--- src/rtl/sha_sched_pkg.sv ---
package sha_sched_pkg;

  typedef enum logic [1:0] {
    SCHED_ILLEGAL = 2'd0,
    SCHED_UPD0    = 2'd1,
    SCHED_UPD1    = 2'd2
  } sched_op_e;

  localparam int unsigned INSN_W   = 32;
  localparam int unsigned IDX_W    = 5;
  localparam int unsigned OPC_W    = 6;
  localparam int unsigned PREFIX_W = 11;

endpackage

--- src/rtl/sha_sched_decode.sv ---
module sha_sched_decode
  import sha_sched_pkg::*;
#(
  parameter logic [PREFIX_W-1:0] PREFIX   = 11'b11001110011,
  parameter logic [OPC_W-1:0]    UPD0_OPC = 6'b100100,
  parameter logic [OPC_W-1:0]    UPD1_OPC = 6'b100010
) (
  input  logic [INSN_W-1:0] insn,
  output sched_op_e         op,
  output logic [IDX_W-1:0]  idx_d,
  output logic [IDX_W-1:0]  idx_n,
  output logic [IDX_W-1:0]  idx_m
);

  logic              prefix_hit;
  logic [OPC_W-1:0]  opc;

  assign prefix_hit = (insn[31:21] == PREFIX);
  assign opc        = insn[15:10];
  assign idx_m      = insn[20:16];
  assign idx_n      = insn[9:5];
  assign idx_d      = insn[4:0];

  always_comb begin
    op = SCHED_ILLEGAL;
    if (prefix_hit) begin
      if (opc == UPD1_OPC) begin
        op = SCHED_UPD1;
      end else if (opc == UPD0_OPC) begin
        op = SCHED_UPD0;
      end
    end
  end

endmodule

--- src/rtl/sha_sched_sigma.sv ---
module sha_sched_sigma #(
  parameter int unsigned W     = 64,
  parameter int unsigned ROT_A = 1,
  parameter int unsigned ROT_B = 8,
  parameter int unsigned SHR   = 7
) (
  input  logic [W-1:0] v,
  output logic [W-1:0] y
);

  localparam int unsigned BACK_A = W - ROT_A;
  localparam int unsigned BACK_B = W - ROT_B;

  logic [W-1:0] rot_a;
  logic [W-1:0] rot_b;
  logic [W-1:0] shr_v;

  assign rot_a = (v >> ROT_A) | (v << BACK_A);
  assign rot_b = (v >> ROT_B) | (v << BACK_B);
  assign shr_v = v >> SHR;
  assign y     = rot_a ^ rot_b ^ shr_v;

endmodule

--- src/rtl/sha_sched_lane_add.sv ---
module sha_sched_lane_add #(
  parameter int unsigned W = 64
) (
  input  logic [W-1:0] a,
  input  logic [W-1:0] b,
  input  logic [W-1:0] c,
  output logic [W-1:0] sum
);

  logic [W-1:0] ab;

  assign ab  = a + b;
  assign sum = ab + c;

endmodule

--- src/rtl/sha_sched_unit.sv ---
module sha_sched_unit
  import sha_sched_pkg::*;
#(
  parameter int unsigned      LANE_W   = 64,
  parameter logic [OPC_W-1:0] UPD0_OPC = 6'b100100,
  parameter logic [OPC_W-1:0] UPD1_OPC = 6'b100010
) (
  input  logic                 clk,
  input  logic                 rst_n,
  input  logic                 in_valid,
  output logic                 in_ready,
  input  logic [INSN_W-1:0]    in_insn,
  input  logic [2*LANE_W-1:0]  in_opd,
  input  logic [2*LANE_W-1:0]  in_opn,
  input  logic [2*LANE_W-1:0]  in_opm,
  output logic [IDX_W-1:0]     src_n_idx,
  output logic [IDX_W-1:0]     src_m_idx,
  output logic                 out_valid,
  input  logic                 out_ready,
  output logic [2*LANE_W-1:0]  out_result,
  output logic [IDX_W-1:0]     out_dst_idx,
  output logic                 out_wr_en,
  output logic                 out_illegal
);

  localparam int unsigned LANES = 2;
  localparam int unsigned VEC_W = LANES * LANE_W;

  // ---------------- decode ----------------
  sched_op_e            dec_op;
  logic [IDX_W-1:0]     dec_d;

  sha_sched_decode #(
    .UPD0_OPC (UPD0_OPC),
    .UPD1_OPC (UPD1_OPC)
  ) u_decode (
    .insn  (in_insn),
    .op    (dec_op),
    .idx_d (dec_d),
    .idx_n (src_n_idx),
    .idx_m (src_m_idx)
  );

  // ---------------- handshake ----------------
  logic s1_valid_q, s1_valid_d;
  logic s2_valid_q, s2_valid_d;
  logic s2_adv;
  logic s1_load;
  logic s2_load;

  assign s2_adv   = !s2_valid_q || out_ready;
  assign in_ready = !s1_valid_q || s2_adv;
  assign s1_load  = in_valid && in_ready;
  assign s2_load  = s2_adv && s1_valid_q;

  // ---------------- stage 1: sigma and operand arrangement ----------------
  logic [LANE_W-1:0] st1_x [LANES];
  logic [LANE_W-1:0] st1_y [LANES];
  logic [LANE_W-1:0] st1_s [LANES];

  logic [LANE_W-1:0] s1_x_q [LANES];
  logic [LANE_W-1:0] s1_y_q [LANES];
  logic [LANE_W-1:0] s1_s_q [LANES];
  logic [LANE_W-1:0] s1_x_d [LANES];
  logic [LANE_W-1:0] s1_y_d [LANES];
  logic [LANE_W-1:0] s1_s_d [LANES];
  sched_op_e         s1_op_q, s1_op_d;
  logic [IDX_W-1:0]  s1_dst_q, s1_dst_d;

  for (genvar ln = 0; ln < LANES; ln++) begin : g_st1
    logic [LANE_W-1:0] d_word;
    logic [LANE_W-1:0] m_word;
    logic [LANE_W-1:0] n_word;
    logic [LANE_W-1:0] sig0_in;
    logic [LANE_W-1:0] sig0_out;
    logic [LANE_W-1:0] sig1_out;

    assign d_word = in_opd[ln*LANE_W +: LANE_W];
    assign m_word = in_opm[ln*LANE_W +: LANE_W];
    assign n_word = in_opn[ln*LANE_W +: LANE_W];

    // word 0 mixes the upper destination word, word 1 the lower first-source word
    if (ln == 0) begin : g_sel_lo
      assign sig0_in = in_opd[LANE_W +: LANE_W];
    end else begin : g_sel_hi
      assign sig0_in = in_opn[0 +: LANE_W];
    end

    sha_sched_sigma #(
      .W (LANE_W), .ROT_A (1), .ROT_B (8), .SHR (7)
    ) u_sig0 (
      .v (sig0_in),
      .y (sig0_out)
    );

    sha_sched_sigma #(
      .W (LANE_W), .ROT_A (19), .ROT_B (61), .SHR (6)
    ) u_sig1 (
      .v (n_word),
      .y (sig1_out)
    );

    always_comb begin
      st1_x[ln] = '0;
      st1_y[ln] = '0;
      st1_s[ln] = '0;
      unique case (dec_op)
        SCHED_UPD0: begin
          st1_x[ln] = d_word;
          st1_s[ln] = sig0_out;
        end
        SCHED_UPD1: begin
          st1_x[ln] = d_word;
          st1_y[ln] = m_word;
          st1_s[ln] = sig1_out;
        end
        default: ;
      endcase
    end
  end

  // stage 1 next state
  always_comb begin
    s1_valid_d = s1_valid_q;
    s1_op_d    = s1_op_q;
    s1_dst_d   = s1_dst_q;
    for (int ln = 0; ln < LANES; ln++) begin
      s1_x_d[ln] = s1_x_q[ln];
      s1_y_d[ln] = s1_y_q[ln];
      s1_s_d[ln] = s1_s_q[ln];
    end
    if (in_ready) begin
      s1_valid_d = in_valid;
    end
    if (s1_load) begin
      s1_op_d  = dec_op;
      s1_dst_d = dec_d;
      for (int ln = 0; ln < LANES; ln++) begin
        s1_x_d[ln] = st1_x[ln];
        s1_y_d[ln] = st1_y[ln];
        s1_s_d[ln] = st1_s[ln];
      end
    end
  end

  always_ff @(posedge clk or negedge rst_n) begin
    if (!rst_n) begin
      s1_valid_q <= 1'b0;
    end else begin
      s1_valid_q <= s1_valid_d;
    end
  end

  always_ff @(posedge clk) begin
    s1_op_q  <= s1_op_d;
    s1_dst_q <= s1_dst_d;
    for (int ln = 0; ln < LANES; ln++) begin
      s1_x_q[ln] <= s1_x_d[ln];
      s1_y_q[ln] <= s1_y_d[ln];
      s1_s_q[ln] <= s1_s_d[ln];
    end
  end

  // ---------------- stage 2: lane additions ----------------
  logic [VEC_W-1:0]  st2_sum;
  logic [VEC_W-1:0]  s2_res_q, s2_res_d;
  sched_op_e         s2_op_q, s2_op_d;
  logic [IDX_W-1:0]  s2_dst_q, s2_dst_d;

  for (genvar ln = 0; ln < LANES; ln++) begin : g_st2
    sha_sched_lane_add #(
      .W (LANE_W)
    ) u_add (
      .a   (s1_x_q[ln]),
      .b   (s1_y_q[ln]),
      .c   (s1_s_q[ln]),
      .sum (st2_sum[ln*LANE_W +: LANE_W])
    );
  end

  always_comb begin
    s2_valid_d = s2_valid_q;
    s2_res_d   = s2_res_q;
    s2_op_d    = s2_op_q;
    s2_dst_d   = s2_dst_q;
    if (s2_adv) begin
      s2_valid_d = s1_valid_q;
    end
    if (s2_load) begin
      s2_res_d = st2_sum;
      s2_op_d  = s1_op_q;
      s2_dst_d = s1_dst_q;
    end
  end

  always_ff @(posedge clk or negedge rst_n) begin
    if (!rst_n) begin
      s2_valid_q <= 1'b0;
    end else begin
      s2_valid_q <= s2_valid_d;
    end
  end

  always_ff @(posedge clk) begin
    s2_res_q <= s2_res_d;
    s2_op_q  <= s2_op_d;
    s2_dst_q <= s2_dst_d;
  end

  // ---------------- outputs ----------------
  assign out_valid   = s2_valid_q;
  assign out_result  = s2_res_q;
  assign out_dst_idx = s2_dst_q;
  assign out_illegal = s2_valid_q && (s2_op_q == SCHED_ILLEGAL);
  assign out_wr_en   = s2_valid_q && (s2_op_q != SCHED_ILLEGAL);

endmodule

--- config.mk ---
export PLATFORM = sky130hd
export DESIGN_NAME = sha_sched_unit
export DESIGN_NICKNAME = d
export VERILOG_FILES = /design/src/rtl/sha_sched_pkg.sv /design/src/rtl/sha_sched_decode.sv /design/src/rtl/sha_sched_sigma.sv /design/src/rtl/sha_sched_lane_add.sv /design/src/rtl/sha_sched_unit.sv
export SDC_FILE = /design/constraint.sdc
export NUM_CORES = 1
export LEC_CHECK = 0
export BUFFER_PORTS_ARGS = -buffer_cell sky130_fd_sc_hd__buf_2
export CORE_AREA = 2 2 307 309
export DETAILED_ROUTE_END_ITERATION = 10
export DIE_AREA = 0 0 309 311
export PLACE_DENSITY_LB_ADDON = 0.12
export SLEW_MARGIN = 0
export SYNTH_ARGS = -nofsm -noshare
export SYNTH_HDL_FRONTEND = slang
export SYNTH_SLANG_ARGS = --single-unit
--- constraint.sdc ---
create_clock -name clk -period 23.9 [get_ports clk]
set_clock_uncertainty 0.15 [all_clocks]
set_input_delay 0 -clock clk [delete_from_list [all_inputs] [get_ports clk]]
set_output_delay 0 -clock clk [all_outputs]
set_load 0.005 [all_outputs]
==> flow_summary.toml, run 1 <==
[run_status]
run_status = "finished, final reports clean"

[yosys]
async_s_r_ff_share_synth_pct = 0.379
synthCells = 2925
postSynth.topFlopCell = "sky130_fd_sc_hd__edfxtp_1"
synthesis.area_per_instance_um2 = 11.6
ys_warn_count = 0
share_of_the_yosys_chip_area_belonging_to_registers_pct = 46.6
number_of_synthesized_flops_with_an_enable_pin = 526
synth_area_um2 = 34000
synth_nets = 3599
synth_cell_type_count = 78
synth.ff_latch_count = 528

[global_routing]
grt_pass1_vias = 27800
groute.usage.overall_pct = 27.1
grt_start_max_net_pins = 193
wire_length_of_the_first_global_routing_pass_um = 189000
grt_antenna_before_repair = 23
grt_overflow_total = 0

[final_layout]
layout_cell_share_with_drive_strength_beyond_1_pct = 18.1
num-fill-cells = 8653
syn2layout_area_growth_pct = 30.7
utilization_of_the_core_after_routing_pct = 47.9
finish.net_count = 4485
final_cell_area_um2 = 44400

[timing]
fin_ws_ns = 19.35
slew_headroom_pct = 23.3
setup_viol_count_final = 0
rsz0062_at_grt = "false"
timing.final.crit_share_pct = 19.0
final_period_minus_worst_setup_slack_ns = 4.55
fmaxAchievable_ghz = 0.220
timing_max_transition_violations_final = 0
finalSetupTns_ns = 0
worst_slew_pin_slew_ns = 1.15
final_hold_viol_count = 0

[routing]
avgViaCountPerCell = 5.24
detailedRoute.firstPassIterationCount = 6
wirelength_um = 133000
wl_per_cell_um = 25.9
routed-via-count = 26900
drt-initial-drc-count = 2519
drt.antenna.violating_nets = 0
drc_markers = 0

[placed_design]
detailedPlacementHpwl_um = 102000
place_area_um2 = 37600
gp_congestion = 0.951
io_buffer_count = 546
pre_cts_ws_ns = 19.43

[clock_network]
clock_tree_from_tritoncts = "done"
post_cts_gate_resize_count = 0
tritoncts.num_buffers = 66
cts_max_path_buffers = 3
ctsRootBufferMaster = "sky130_fd_sc_hd__clkbuf_16"
skew_pair_late_insertion_delay_ns = 0.62
clock_sink_count = 528
clkTransAtPathRegs_ns = 0.06
cts-htree-levels = 3

[critical_path]
setup.worst_path.end_class = "flop"
r2r_slack_ns = 19.35
worst_ep_required_time_ns = 24.11
timing.critical_path.fanout_max = 4
path_class = "flop to flop"
r2r_start = "s1_s_q[0][1]"
timing.critical_path.from_type = "flop"
cp.arrival_ns = 4.76
worst_r2r_path_depth = 12
worst_r2r_endpoint = "out_result[63]"

[floorplanning]
die_boundary_height_um = 311
floorplan.initialDensity_pct = 36.6
fp.coreArea_um2 = 92800
boundaryPins = 567
design.die.area_um2 = 96100
die_w_um = 309
rows = 112

[pwr]
cellInternalPower_w = 0.00211
pwr_density_cell_nw_per_um2 = 68.4
share_clk_of_total_power_pct = 34.4
max-vdd-ir-drop_mv = 0.0515
p_sw_share_pct = 30.7
seq_power_share_pct = 38.6
power.static_leakage_nw = 16.8
combinationalPowerShare_pct = 27.0
switchingPower_w = 0.000933

[min_path]
holdPathEnd = "s1_s_q[0][117]"
hold_class = "input pin to flop"
min-delay-start = "in_opn[114]"
cell_depth_of_the_worst_min_delay_path = 5

[run]
drv.max_cap_violation_count = 0
stage by stage:
stage | total power, W | cells | hold WS, ns
4_1_cts | 0.00306 | 5115 | 0.000940
3_5_place_dp | 0.00194 | 4543 | -0.360
3_3_place_gp | 0.00194 | 4543 | -0.364
6_report | 0.00304 | 5124 | 0.0333
5_1_grt | 0.00317 | 5122 | 0.0364
2_1_floorplan | 0.00166 | 2925 | -0.446
Yosys cell counts (12+ instances only):
master / instances / share of area [%]
sky130_fd_sc_hd__fa_1: 128 / 7.5
sky130_fd_sc_hd__and2_1: 139 / 2.6
sky130_fd_sc_hd__nand3_1: 23 / 0.34
sky130_fd_sc_hd__xnor2_1: 535 / 14
sky130_fd_sc_hd__edfxtp_1: 526 / 46
sky130_fd_sc_hd__nor2_1: 216 / 2.4
sky130_fd_sc_hd__xor2_1: 71 / 1.8
sky130_fd_sc_hd__a21o_1: 83 / 1.8
sky130_fd_sc_hd__nor2b_1: 136 / 2.5
sky130_fd_sc_hd__inv_1: 40 / 0.44
sky130_fd_sc_hd__a21oi_1: 132 / 1.9
sky130_fd_sc_hd__o21bai_1: 38 / 0.84
sky130_fd_sc_hd__a211oi_1: 17 / 0.38
sky130_fd_sc_hd__nand2_1: 103 / 1.1
sky130_fd_sc_hd__a22oi_1: 128 / 2.8
sky130_fd_sc_hd__o21a_1: 12 / 0.27
sky130_fd_sc_hd__nand4_1: 41 / 0.75
sky130_fd_sc_hd__a31oi_1: 21 / 0.39
sky130_fd_sc_hd__nor3_1: 24 / 0.35
sky130_fd_sc_hd__o21ai_0: 58 / 0.85
sky130_fd_sc_hd__ha_1: 126 / 4.6
sky130_fd_sc_hd__clkbuf_1: 178 / 2.0
state kept, by name (all words and copies together), names as in the netlist:
register and count:
out_dst_idx 5, s1_valid_q 1, s1_y_q 128, s1_x_q 128, s2_op_q 2, out_result 128
out_valid 1, s1_s_q 128, s1_dst_q 5, s1_op_q 2
worst max-delay path, stage by stage (launching register included):
cell and delay [ns]:
sky130_fd_sc_hd__edfxtp_1 0.40, sky130_fd_sc_hd__fa_1 0.49, sky130_fd_sc_hd__ha_1 0.25, sky130_fd_sc_hd__fa_1 0.51, sky130_fd_sc_hd__a211oi_1 0.28, sky130_fd_sc_hd__nor2_1 0.13, sky130_fd_sc_hd__o31ai_2 0.45, sky130_fd_sc_hd__a2111oi_2 0.16
sky130_fd_sc_hd__o211ai_1 0.40, sky130_fd_sc_hd__a31oi_1 0.18, sky130_fd_sc_hd__a211oi_1 0.59, sky130_fd_sc_hd__o41ai_2 0.16, sky130_fd_sc_hd__xnor2_1 0.14
kinds of logic (layout without fill, tap and decap cells):
| family | Yosys count | count (layout) | share of synthesized area (%) |
|---|---|---|---|
| compound gates | 575 | 575 | 11.8 |
| fa+ha+maj | 254 | 254 | 12.2 |
| simple gates | 727 | 727 | 11.0 |
| other cells | 0 | 9 | 0 |
| xor+xnor | 606 | 606 | 15.6 |
| mux | 1 | 1 | 0.0442 |
| buf+inv | 234 | 1170 | 2.73 |
| flops | 528 | 528 | 46.6 |
power by group through the flow:
stage	Sequential [W]	Clock, W	Combinational (W)
2_1_floorplan	0.00120	0	0.000463
3_3_place_gp	0.00120	0	0.000743
3_5_place_dp	0.00120	0	0.000745
4_1_cts	0.00118	0.00107	0.000816
5_1_grt	0.00118	0.00110	0.000885
6_report	0.00117	0.00105	0.000820
layout make-up:
cell class	instances	area [um2]	share of cell area (%)
Clock inverter	37	402	0.904
Inverter	40	150	0.338
Multi-Input combinational cell	2163	17200	38.8
Clock buffer	81	1810	4.08
Timing Repair Buffer	1012	7380	16.6
Sequential cell	528	15800	35.7
Tap cell	1254	1570	3.53
Antenna cell	9	22.5	0.0507
timing repair:
item | CTS | global route
hold buffers | 454 | 0
buffers inserted | 0 | 0
endpoints found under the hold margin | 456 | 0
endpoints found under the setup margin | 0 | 0
placed cells by master, fill, tap and decap left out, drive strengths merged, types with 69 or more instances in the layout:
| master | n |
|---|---|
| buf | 558 |
| xnor2 | 535 |
| edfxtp | 526 |
| dlygate4sd3 | 454 |
| nor2 | 216 |
| and2 | 139 |
| nor2b | 136 |
| a21oi | 135 |
| a22oi | 128 |
| fa | 128 |
| ha | 126 |
| nand2 | 103 |
| a21o | 83 |
| clkbuf | 81 |
| xor2 | 71 |
| o21ai | 69 |
routing by layer:
metal / vias to the layer above / global-route usage, % / routed length [um]
met5: - / 0 / 159
li1: 12100 / - / -
met2: 1114 / 45.7 / 64400
met3: 223 / 4.49 / 9110
met1: 13400 / 35.1 / 54100
met4: 26 / 9.28 / 4940
worst max path at each step:
stage                       startpoint        endpoint  slack (ns)  depth (start not counted)
after global routing      s1_s_q[0][1]  out_result[59]       19.16                         12
after floorplan              out_valid     s1_dst_q[0]       13.49                          2
after CTS                 s1_s_q[0][1]  out_result[63]       19.40                         12
after global placement    s1_s_q[0][1]  out_result[63]       19.48                         12
after detailed placement  s1_s_q[0][1]  out_result[63]       19.43                         12
final                     s1_s_q[0][1]  out_result[63]       19.35                         12
Note: power is estimated with default switching activity, not from simulation.
==> run 2: changes to the inputs <==
==> constraint.sdc (replaced) <==
create_clock -name clk -period 4.4 [get_ports clk]
set_clock_uncertainty 0.15 [all_clocks]
set_input_delay 0 -clock clk [delete_from_list [all_inputs] [get_ports clk]]
set_output_delay 0 -clock clk [all_outputs]
set_load 0.005 [all_outputs]
==> flow_summary.toml, run 2 (synthesis results as in run 1) <==
[routing]
avgViaCountPerCell = 5.20
route.top_layer_used = "met5"
drt-initial-drc-count = 2178
drc_markers = 0
drt-met1-wl_um = 55500
detailroute.wirelength.met2_um = 64100
detailedRoute.firstPassIterationCount = 5
wirelength_um = 134000
met3WireLength_um = 8490
wl_per_cell_um = 25.7
routed-via-count = 27000
drt.antenna.violating_nets = 0

[timing]
final_hold_viol_count = 0
rsz0062_at_grt = "false"
timing_max_transition_violations_final = 0
final_period_minus_worst_setup_slack_ns = 4.22
fin_ws_ns = 0.180
worst_slew_pin_slew_ns = 0.885
fmaxAchievable_ghz = 0.237
finalSetupTns_ns = 0
timing.final.crit_share_pct = 95.9
setup_viol_count_final = 0
slew_headroom_pct = 41.0

[critical_path]
timing.critical_path.from_type = "flop"
setup.worst_path.end_class = "flop"
critical_path_end = "out_result[63]"
crit_chain = "fa_1 > ha_1 > fa_1 > a211oi_1 > nor2_2 > o31ai_2 > buf_4 > a2111oi_2 > o211ai_1 > buf_4 > a31oi_1 > a211oi_1 > buf_4 > o41ai_2 > xnor2_1"
cp.arrival_ns = 4.46
path_class = "flop to flop"
worst_r2r_path_depth = 15
crit_path_top_delay_cell = "sky130_fd_sc_hd__fa_1"
worst_r2r_endpoint = "out_result[63]"
worst_ep_required_time_ns = 4.64
r2r_start = "s1_s_q[0][1]"
r2r_slack_ns = 0.18
critical_path_depth = 15
worst_path_dominant_cell_family = "compound AO/OA/AOI/OAI gates"
timing.critical_path.from = "s1_s_q[0][1]"
slowest_delay_ns = 0.49
timing.critical_path.fanout_max = 4
path_common_cell = "sky130_fd_sc_hd__buf_4"
worst-path-buf-inv = 3

[final_layout]
num-fill-cells = 8599
finish.net_count = 4544
utilization_of_the_core_after_routing_pct = 48.5
final_cell_area_um2 = 45000
syn2layout_area_growth_pct = 32.4
ff_latch_area_um2 = 15800
stdcell_count = 5192
final_cell_mix = "sky130_fd_sc_hd__buf_2 (546), sky130_fd_sc_hd__xnor2_1 (535), sky130_fd_sc_hd__edfxtp_1 (526)"
mostFrequentLayoutCell = "sky130_fd_sc_hd__buf_2"
layout_cell_share_with_drive_strength_beyond_1_pct = 18.3
multi_input_gate_area_um2 = 17300

[placed_design]
pre_cts_ws_ns = 0.114
gp_congestion = 0.988
place_area_um2 = 38000
numPlacedInstances = 4566
io_buffer_count = 546
detailedPlacementHpwl_um = 102000

[pwr]
max-vdd-ir-drop_mv = 0.241
pwr_density_cell_nw_per_um2 = 363
combinationalPowerShare_pct = 27.7
p_sw_share_pct = 31.0
cellInternalPower_w = 0.0113
seq_power_share_pct = 39.1
power.static_leakage_nw = 17.0
share_clk_of_total_power_pct = 33.2
switchingPower_w = 0.00506

[clock_network]
clock_tree_from_tritoncts = "done"
clock_sink_count = 528
skew_pair_late_insertion_delay_ns = 0.64
clkTransAtPathRegs_ns = 0.06
ctsRootBufferMaster = "sky130_fd_sc_hd__clkbuf_16"
cts_max_path_buffers = 3
tritoncts.num_buffers = 66
cts-htree-levels = 3

[global_routing]
grt_overflow_total = 0
wire_length_of_the_first_global_routing_pass_um = 191000
grt_start_max_net_pins = 129
grt_antenna_before_repair = 21
grt_pass1_vias = 28300
groute.usage.overall_pct = 27.4

[floorplanning]
design.die.area_um2 = 96100
die_w_um = 309
fp.coreArea_um2 = 92800
rows = 112
floorplan.initialDensity_pct = 36.6
boundaryPins = 567
die_boundary_height_um = 311

[min_path]
cell_depth_of_the_worst_min_delay_path = 3
hold_class = "input pin to flop"

[run]
drv.max_cap_violation_count = 0

[run_status]
run_status = "finished, final reports clean"
-- run 2: through the flow --
stage                     total power (W)  hold slack, ns
final                              0.0163          0.0409
after global placement             0.0106          -0.366
after floorplan                   0.00896          -0.446
after detailed placement           0.0106          -0.363
after global routing               0.0171          0.0311
after CTS                          0.0165        0.000234
-- run 2: area by class of cell --
class	count	share of cell area (%)
multi-input combinational	2163	38.3
sequential	528	35.2
timing repair buffer	1071	17.9
clock buffer	84	3.91
tap	1254	3.49
clock inverter	35	0.781
inverter	40	0.334
antenna	17	0.0945
-- run 2: worst min-delay path by stage --
stage           startpoint             end
2_1_floorplan        rst_n       out_valid
3_3_place_gp         rst_n       out_valid
3_5_place_dp         rst_n      s1_valid_q
4_1_cts         in_opn[12]   s1_s_q[0][15]
5_1_grt         in_opm[61]   s1_y_q[0][61]
6_report       in_opm[111]  s1_y_q[0][111]
-- run 2: routing by layer --
layer  up-vias  GRT usage [%]
li1      12300              -
met1     13400           35.7
met2      1048           45.6
met3       241           4.65
met4        20           10.1
met5         -              0
-- run 2: timing repair --
action | in CTS | in global routing
hold buffers | 489 | 0
buffers inserted | 0 | 1
setup endpoints to repair | 0 | 5
gates resized for setup | 0 | 1
endpoints found under the hold margin | 455 | 0
-- run 2: worst min-delay path: stages --
cell                            delay (ns)
sky130_fd_sc_hd__dlygate4sd3_1        0.52
sky130_fd_sc_hd__buf_2                0.09
sky130_fd_sc_hd__and2_1               0.12
-- run 2: power by group through the flow --
| stage | sequential [W] | combinational [W] | clock, W |
|---|---|---|---|
| 4_1_cts | 0.00639 | 0.00450 | 0.00557 |
| 3_3_place_gp | 0.00649 | 0.00407 | 0 |
| 2_1_floorplan | 0.00644 | 0.00252 | 0 |
| 5_1_grt | 0.00641 | 0.00490 | 0.00574 |
| 3_5_place_dp | 0.00648 | 0.00409 | 0 |
| 6_report | 0.00637 | 0.00452 | 0.00543 |
